==> config.mk <==
export PLATFORM = sky130hd
export DESIGN_NAME = lpm_seq_ctrl
export DESIGN_NICKNAME = d
export VERILOG_FILES = /design/src/rtl/lpm_pkg.sv /design/src/rtl/lpm_wake_arb.sv /design/src/rtl/lpm_next_state.sv /design/src/rtl/lpm_state_reg.sv /design/src/rtl/lpm_clk_dec.sv /design/src/rtl/lpm_seq_ctrl.sv
export SDC_FILE = /design/constraint.sdc
export NUM_CORES = 1
export LEC_CHECK = 0
export BUFFER_PORTS_ARGS = -buffer_cell sky130_fd_sc_hd__buf_2
export CAP_MARGIN = 30
export CELL_PAD_IN_SITES_DETAIL_PLACEMENT = 0
export CELL_PAD_IN_SITES_GLOBAL_PLACEMENT = 2
export CORE_AREA = 5 5 46 48
export DETAILED_ROUTE_END_ITERATION = 16
export DIE_AREA = 0 0 51 53
export PLACE_DENSITY = 0.65
export SLEW_MARGIN = 10
export SYNTH_ARGS = -nofsm -noshare
export SYNTH_HDL_FRONTEND = slang
export SYNTH_HIERARCHICAL = 1
export SYNTH_SLANG_ARGS = --single-unit
==> constraint.sdc <==
create_clock -name clk -period 1.4 [get_ports clk]
set_input_delay 0.28 -clock clk [delete_from_list [all_inputs] [get_ports clk]]
set_output_delay 0.28 -clock clk [all_outputs]
set_load 0.02 [all_outputs]
==> src/rtl/lpm_pkg.sv <==
package lpm_pkg;

   typedef enum logic [1:0] {
      ST_RUN  = 2'b00,
      ST_HALT = 2'b01,
      ST_STOP = 2'b10,
      ST_SNZ  = 2'b11
   } lpm_state_e;

   localparam int SNZ_SRC_N = 2;
   localparam int SRC_W     = $clog2(SNZ_SRC_N);

   localparam logic [SRC_W-1:0] SRC_SERIAL = SRC_W'(0);
   localparam logic [SRC_W-1:0] SRC_CONV   = SRC_W'(1);

   typedef struct packed {
      logic cpu;
      logic per;
      logic hosc;
   } clk_en_t;

endpackage

==> src/rtl/lpm_wake_arb.sv <==
module lpm_wake_arb #(
   parameter int EXT_W = 2,
   parameter int LSP_W = 2,
   parameter int HSP_W = 3
) (
   input  logic [EXT_W-1:0] ext_irq,
   input  logic [LSP_W-1:0] lsp_irq,
   input  logic [HSP_W-1:0] hsp_irq,
   output logic             wake_any,
   output logic             wake_deep
);

   generate
      if (EXT_W < 1) begin : g_bad_ext
         $error("lpm_wake_arb: EXT_W must be at least 1");
      end
      if (LSP_W < 1) begin : g_bad_lsp
         $error("lpm_wake_arb: LSP_W must be at least 1");
      end
      if (HSP_W < 1) begin : g_bad_hsp
         $error("lpm_wake_arb: HSP_W must be at least 1");
      end
   endgenerate

   logic ext_any;
   logic lsp_any;
   logic hsp_any;

   // Single-line groups skip the reduction tree.
   generate
      if (EXT_W == 1) begin : g_ext_one
         assign ext_any = ext_irq[0];
      end else begin : g_ext_many
         assign ext_any = |ext_irq;
      end
      if (LSP_W == 1) begin : g_lsp_one
         assign lsp_any = lsp_irq[0];
      end else begin : g_lsp_many
         assign lsp_any = |lsp_irq;
      end
      if (HSP_W == 1) begin : g_hsp_one
         assign hsp_any = hsp_irq[0];
      end else begin : g_hsp_many
         assign hsp_any = |hsp_irq;
      end
   endgenerate

   // Deep wake: sources that still have a running clock in STOP/SNOOZE.
   assign wake_deep = ext_any | lsp_any;
   assign wake_any  = wake_deep | hsp_any;

endmodule

==> src/rtl/lpm_next_state.sv <==
module lpm_next_state
   import lpm_pkg::*;
(
   input  lpm_state_e       cur,
   input  logic [SRC_W-1:0] cur_src,
   input  logic             halt_req,
   input  logic             stop_req,
   input  logic             wake_any,
   input  logic             wake_deep,
   input  logic             rx_det,
   input  logic             conv_trig,
   input  logic             qual_valid,
   input  logic             qual_ok,
   output lpm_state_e       nxt,
   output logic [SRC_W-1:0] nxt_src,
   output logic             abort_set
);

   always_comb begin
      nxt       = cur;
      nxt_src   = cur_src;
      abort_set = 1'b0;
      case (cur)
         ST_RUN: begin
            if (halt_req) begin
               nxt = ST_HALT;
            end else if (stop_req) begin
               nxt = ST_STOP;
            end
         end
         ST_HALT: begin
            if (wake_any) begin
               nxt = ST_RUN;
            end
         end
         ST_STOP: begin
            if (wake_deep) begin
               nxt = ST_RUN;
            end else if (rx_det || conv_trig) begin
               nxt     = ST_SNZ;
               nxt_src = rx_det ? SRC_SERIAL : SRC_CONV;
            end
         end
         ST_SNZ: begin
            if (wake_deep) begin
               nxt = ST_RUN;
            end else if (qual_valid) begin
               if (qual_ok) begin
                  nxt = ST_RUN;
               end else begin
                  nxt       = ST_STOP;
                  abort_set = 1'b1;
               end
            end
         end
         default: nxt = ST_RUN;
      endcase
   end

endmodule

==> src/rtl/lpm_state_reg.sv <==
module lpm_state_reg
   import lpm_pkg::*;
#(
   parameter bit ONEHOT = 1'b0
) (
   input  logic             clk,
   input  logic             rst_n,
   input  lpm_state_e       nxt,
   input  logic [SRC_W-1:0] nxt_src,
   input  logic             abort_set,
   output lpm_state_e       cur,
   output logic [SRC_W-1:0] cur_src,
   output logic             abort_q
);

   localparam int N_ST = 4;

   generate
      if (ONEHOT) begin : g_onehot
         logic [N_ST-1:0] oh_q;
         always_ff @(posedge clk or negedge rst_n) begin
            if (!rst_n) begin
               oh_q <= N_ST'(1);
            end else begin
               oh_q <= N_ST'(1) << nxt;
            end
         end
         always_comb begin
            if (oh_q[3]) begin
               cur = ST_SNZ;
            end else if (oh_q[2]) begin
               cur = ST_STOP;
            end else if (oh_q[1]) begin
               cur = ST_HALT;
            end else begin
               cur = ST_RUN;
            end
         end
      end else begin : g_binary
         lpm_state_e st_q;
         always_ff @(posedge clk or negedge rst_n) begin
            if (!rst_n) begin
               st_q <= ST_RUN;
            end else begin
               st_q <= nxt;
            end
         end
         assign cur = st_q;
      end
   endgenerate

   always_ff @(posedge clk or negedge rst_n) begin
      if (!rst_n) begin
         cur_src <= SRC_SERIAL;
         abort_q <= 1'b0;
      end else begin
         cur_src <= nxt_src;
         abort_q <= abort_set;
      end
   end

endmodule

==> src/rtl/lpm_clk_dec.sv <==
module lpm_clk_dec
   import lpm_pkg::*;
(
   input  lpm_state_e           cur,
   input  logic [SRC_W-1:0]     cur_src,
   output clk_en_t              en,
   output logic [SNZ_SRC_N-1:0] snz_per_en
);

   always_comb begin
      case (cur)
         ST_RUN:  en = '{cpu: 1'b1, per: 1'b1, hosc: 1'b1};
         ST_HALT: en = '{cpu: 1'b0, per: 1'b1, hosc: 1'b1};
         ST_STOP: en = '{cpu: 1'b0, per: 1'b0, hosc: 1'b0};
         ST_SNZ:  en = '{cpu: 1'b0, per: 1'b0, hosc: 1'b1};
         default: en = '{cpu: 1'b1, per: 1'b1, hosc: 1'b1};
      endcase
   end

   generate
      for (genvar i = 0; i < SNZ_SRC_N; i++) begin : g_sel
         assign snz_per_en[i] = (cur == ST_SNZ) && (cur_src == SRC_W'(i));
      end
   endgenerate

endmodule

==> src/rtl/lpm_seq_ctrl.sv <==
module lpm_seq_ctrl
   import lpm_pkg::*;
#(
   parameter int EXT_W  = 2,
   parameter int LSP_W  = 2,
   parameter int HSP_W  = 3,
   parameter bit ONEHOT = 1'b0
) (
   input  logic             clk,
   input  logic             rst_n,
   input  logic             halt_req,
   input  logic             stop_req,
   input  logic [EXT_W-1:0] ext_irq,
   input  logic [LSP_W-1:0] lsp_irq,
   input  logic [HSP_W-1:0] hsp_irq,
   input  logic             snz_rx_det,
   input  logic             snz_conv_trig,
   input  logic             qual_valid,
   input  logic             qual_ok,
   output logic             cpu_clk_en,
   output logic             per_clk_en,
   output logic             hosc_en,
   output logic [1:0]       state_code,
   output logic [1:0]       snz_per_en,
   output logic             snz_abort
);

   generate
      if (SNZ_SRC_N != 2) begin : g_bad_src
         $error("lpm_seq_ctrl: port snz_per_en assumes two snooze sources");
      end
   endgenerate

   logic             wake_any;
   logic             wake_deep;
   lpm_state_e       cur;
   lpm_state_e       nxt;
   logic [SRC_W-1:0] cur_src;
   logic [SRC_W-1:0] nxt_src;
   logic             abort_set;
   clk_en_t          en;

   lpm_wake_arb #(
      .EXT_W (EXT_W),
      .LSP_W (LSP_W),
      .HSP_W (HSP_W)
   ) u_wake (
      .ext_irq   (ext_irq),
      .lsp_irq   (lsp_irq),
      .hsp_irq   (hsp_irq),
      .wake_any  (wake_any),
      .wake_deep (wake_deep)
   );

   lpm_next_state u_nxt (
      .cur        (cur),
      .cur_src    (cur_src),
      .halt_req   (halt_req),
      .stop_req   (stop_req),
      .wake_any   (wake_any),
      .wake_deep  (wake_deep),
      .rx_det     (snz_rx_det),
      .conv_trig  (snz_conv_trig),
      .qual_valid (qual_valid),
      .qual_ok    (qual_ok),
      .nxt        (nxt),
      .nxt_src    (nxt_src),
      .abort_set  (abort_set)
   );

   lpm_state_reg #(
      .ONEHOT (ONEHOT)
   ) u_reg (
      .clk       (clk),
      .rst_n     (rst_n),
      .nxt       (nxt),
      .nxt_src   (nxt_src),
      .abort_set (abort_set),
      .cur       (cur),
      .cur_src   (cur_src),
      .abort_q   (snz_abort)
   );

   lpm_clk_dec u_dec (
      .cur        (cur),
      .cur_src    (cur_src),
      .en         (en),
      .snz_per_en (snz_per_en)
   );

   assign cpu_clk_en = en.cpu;
   assign per_clk_en = en.per;
   assign hosc_en    = en.hosc;
   assign state_code = cur;

endmodule

==> flow_summary.ini <==
[synth]
yosysSeqAreaShare_pct = 43.5
ys_types = 16
syn_avg_cell_area_um2 = 9.59
syn-num-nets = 39
synth-seq-cells = 4
synth_cells = 24
synthesis.area_um2 = 230
yosys_warnings = 6

[critical_path]
cp-start-kind = primary input
rrSetupSlack_ps = 140
r2r_start = u_reg/cur[1]$_DFF_PN0_
crit_slowest_cell = or4_4
slowest_delay_ps = 520
r2r-end = u_reg/cur[1]$_DFF_PN0_
worstPathCellList = buf_6 > or4_4 > or4_4 > inv_2 > mux2i_1 > o22ai_1
crit_start = ext_irq[1]
end_kind = flop
ff2ff_path_depth = 3
crit_arrival_ps = 1530
crit_end = u_reg/cur[0]$_DFF_PN0_
path_common_cell = or4_4
required_ps = 1550
path_class = in2reg
crit_path_max_fanout = 2

[sta]
setup_slack_ps = 22.3
tightest_slew_ps = 173
timing.slew.headroom_pct = 88.4
final-setup-viol-count = 0
finalClockSkew_ps = 1.53
slew_viol_final = 0
period_minus_slack_ps = 1380
hold_viol = 0
max_freq_ghz = 0.726
timing.final.crit_share_pct = 98.4
rsz0062_at_grt = true

[routing]
drtIter0Drc = 0
drc = 0
vias = 300
drt_wl_total_um = 727
viasPerCell = 4.17
final_antenna_net_count = 0
first_pass_iters = 1
avgRoutedWirePerCell_um = 10.1

[finish]
fin_area_um2 = 447
diodes = 0
area_delta_synth_final_pct = 94.0
fin_nets = 72
mostFrequentLayoutCells = buf_2 (21), buf_4 (5), dfrtp_1 (4)
final_common_cell = buf_2
drive_gt1_share_pct = 61.8
utilization_pct = 26.7

[global_routing]
grt_max_degree = 7
grt_pass1_wl_um = 1110
track_usage_pct = 5.91
grt_pass1_vias = 293
antenna_found_initial = 0
grt-ovfl-total = 0

[power_and_ir_drop]
swShare_pct = 28.1
vdd_ir_drop_max_v = 0.000265
power.density_nw_per_um2 = 852
netSwitchingPower_uw = 107
p_comb_share_pct = 27.6
leakage_uw = 0.000238
seq_power_share_pct = 35.4
p_int_uw = 274
pwr-share-clk_pct = 37.0

[clocking]
numClockSinks = 4
htree_levels = 1
root_buffer = clkbuf_4
cts_tree = yes
cts_inserted_buffers = 3
cts_buffer_depth = 2
clkTransAtPathRegs_ps = 40
clk_latency_ps = 230

[floorplanning]
die-height_um = 53
core_um2 = 1670
initial_core_util_pct = 13.8
die_area_um2 = 2700
die_w_um = 51
io_pins = 23
core.rowCount = 15

[place]
gp_congestion = 0.718
hpwl_um = 592
port_buffers = 22
dpl_cell_area_um2 = 392
pre_cts_slack_ps = -202

[run]
maxCapViolations = 0

[outcome]
status = finished, final reports clean

[worst_hold_path]
hold_class = in2reg
==> logic make-up after synthesis <==
family | after synthesis | synth area share [%]
AOI/OAI and AO/OA | 4 | 10.9
buffers and inverters | 2 | 3.26
DFF | 4 | 43.5
muxes | 1 | 4.35
and+or+nand+nor | 13 | 38.0
==> cell usage after synthesis (all sizes together) <==
master  number  area (µm²)
and3b        1        8.76
a21oi        2        10.0
o22ai        1        6.26
nor2         1        3.75
mux2i        1        10.0
dfrtp        4         100
or4          2        18.8
and3         1        6.26
nand2b       3        18.8
nand2        1        3.75
or4b         1        10.0
nor3         2        10.0
inv          2        7.51
a32oi        1        8.76
nor3b        1        7.51
==> repair_timing <==
action                                 4_1_cts  5_1_grt
hold buffers                                 1        0
endpoints found under the hold margin        4        0
setup buffers                                1        0
gates resized for setup                      0        4
setup endpoints to repair                    2        2
==> metal layers <==
metal | up-vias | GRT usage [%] | part of all wire, %
met5 | - | 0 | 0
met4 | 0 | 9.42 | 2.6
met3 | 2 | 1.41 | 13
met2 | 20 | 7.51 | 43
met1 | 124 | 6.45 | 41
li1 | 154 | - | -
==> critical path, delay by kind of cell <==
kind | cells | cell delay, ps
multiplexers | 1 | 60
AND/OR/NAND/NOR | 2 | 950
buffers and inverters | 2 | 140
AO/OA/AOI/OAI | 1 | 100
==> flip-flops by register name (all words and copies together) (netlist names) <==
| register | flops |
|---|---|
| u_reg/cur | 2 |
| u_reg/abort_q | 1 |
| u_reg/cur_src | 1 |
==> worst min path at each step <==
stage | startpoint | to | cells past startpoint
2_1_floorplan | rst_n | u_reg/abort_q$_DFF_PN0_ | 0
3_3_place_gp | rst_n | u_reg/abort_q$_DFF_PN0_ | 1
3_5_place_dp | rst_n | u_reg/abort_q$_DFF_PN0_ | 1
4_1_cts | qual_ok | u_reg/abort_q$_DFF_PN0_ | 2
5_1_grt | qual_ok | u_reg/abort_q$_DFF_PN0_ | 2
6_report | qual_ok | u_reg/abort_q$_DFF_PN0_ | 2
==> final cells by class <==
class / count / area [µm²]
clock buffers: 3 / 22.5
inverters: 2 / 7.51
multi-input cells: 18 / 131
well taps: 17 / 21.3
repair buffers: 28 / 164
flip-flops and latches: 4 / 100
fillers: 192 / 1220
==> power groups by stage <==
stage               clock network (µW)  registers, µW  logic [µW]
floorplan                            0            146        34.8
global placement                     0            139        95.3
detailed placement                   0            138        95.5
CTS                                152            135         103
global route                       156            137         116
finish                             141            135         105
==> stage by stage <==
| stage | setup TNS, ps | hold slack (ps) | total power, µW | cells |
|---|---|---|---|---|
| 3_3_place_gp | -678 | 86.2 | 234 | 67 |
| 2_1_floorplan | -86.1 | -15.6 | 181 | 24 |
| 6_report | 0 | 220 | 381 | 72 |
| 3_5_place_dp | -660 | 87.4 | 234 | 67 |
| 5_1_grt | -9.50 | 214 | 409 | 72 |
| 4_1_cts | 0 | 208 | 390 | 72 |
(Power assumes the default switching activity.)
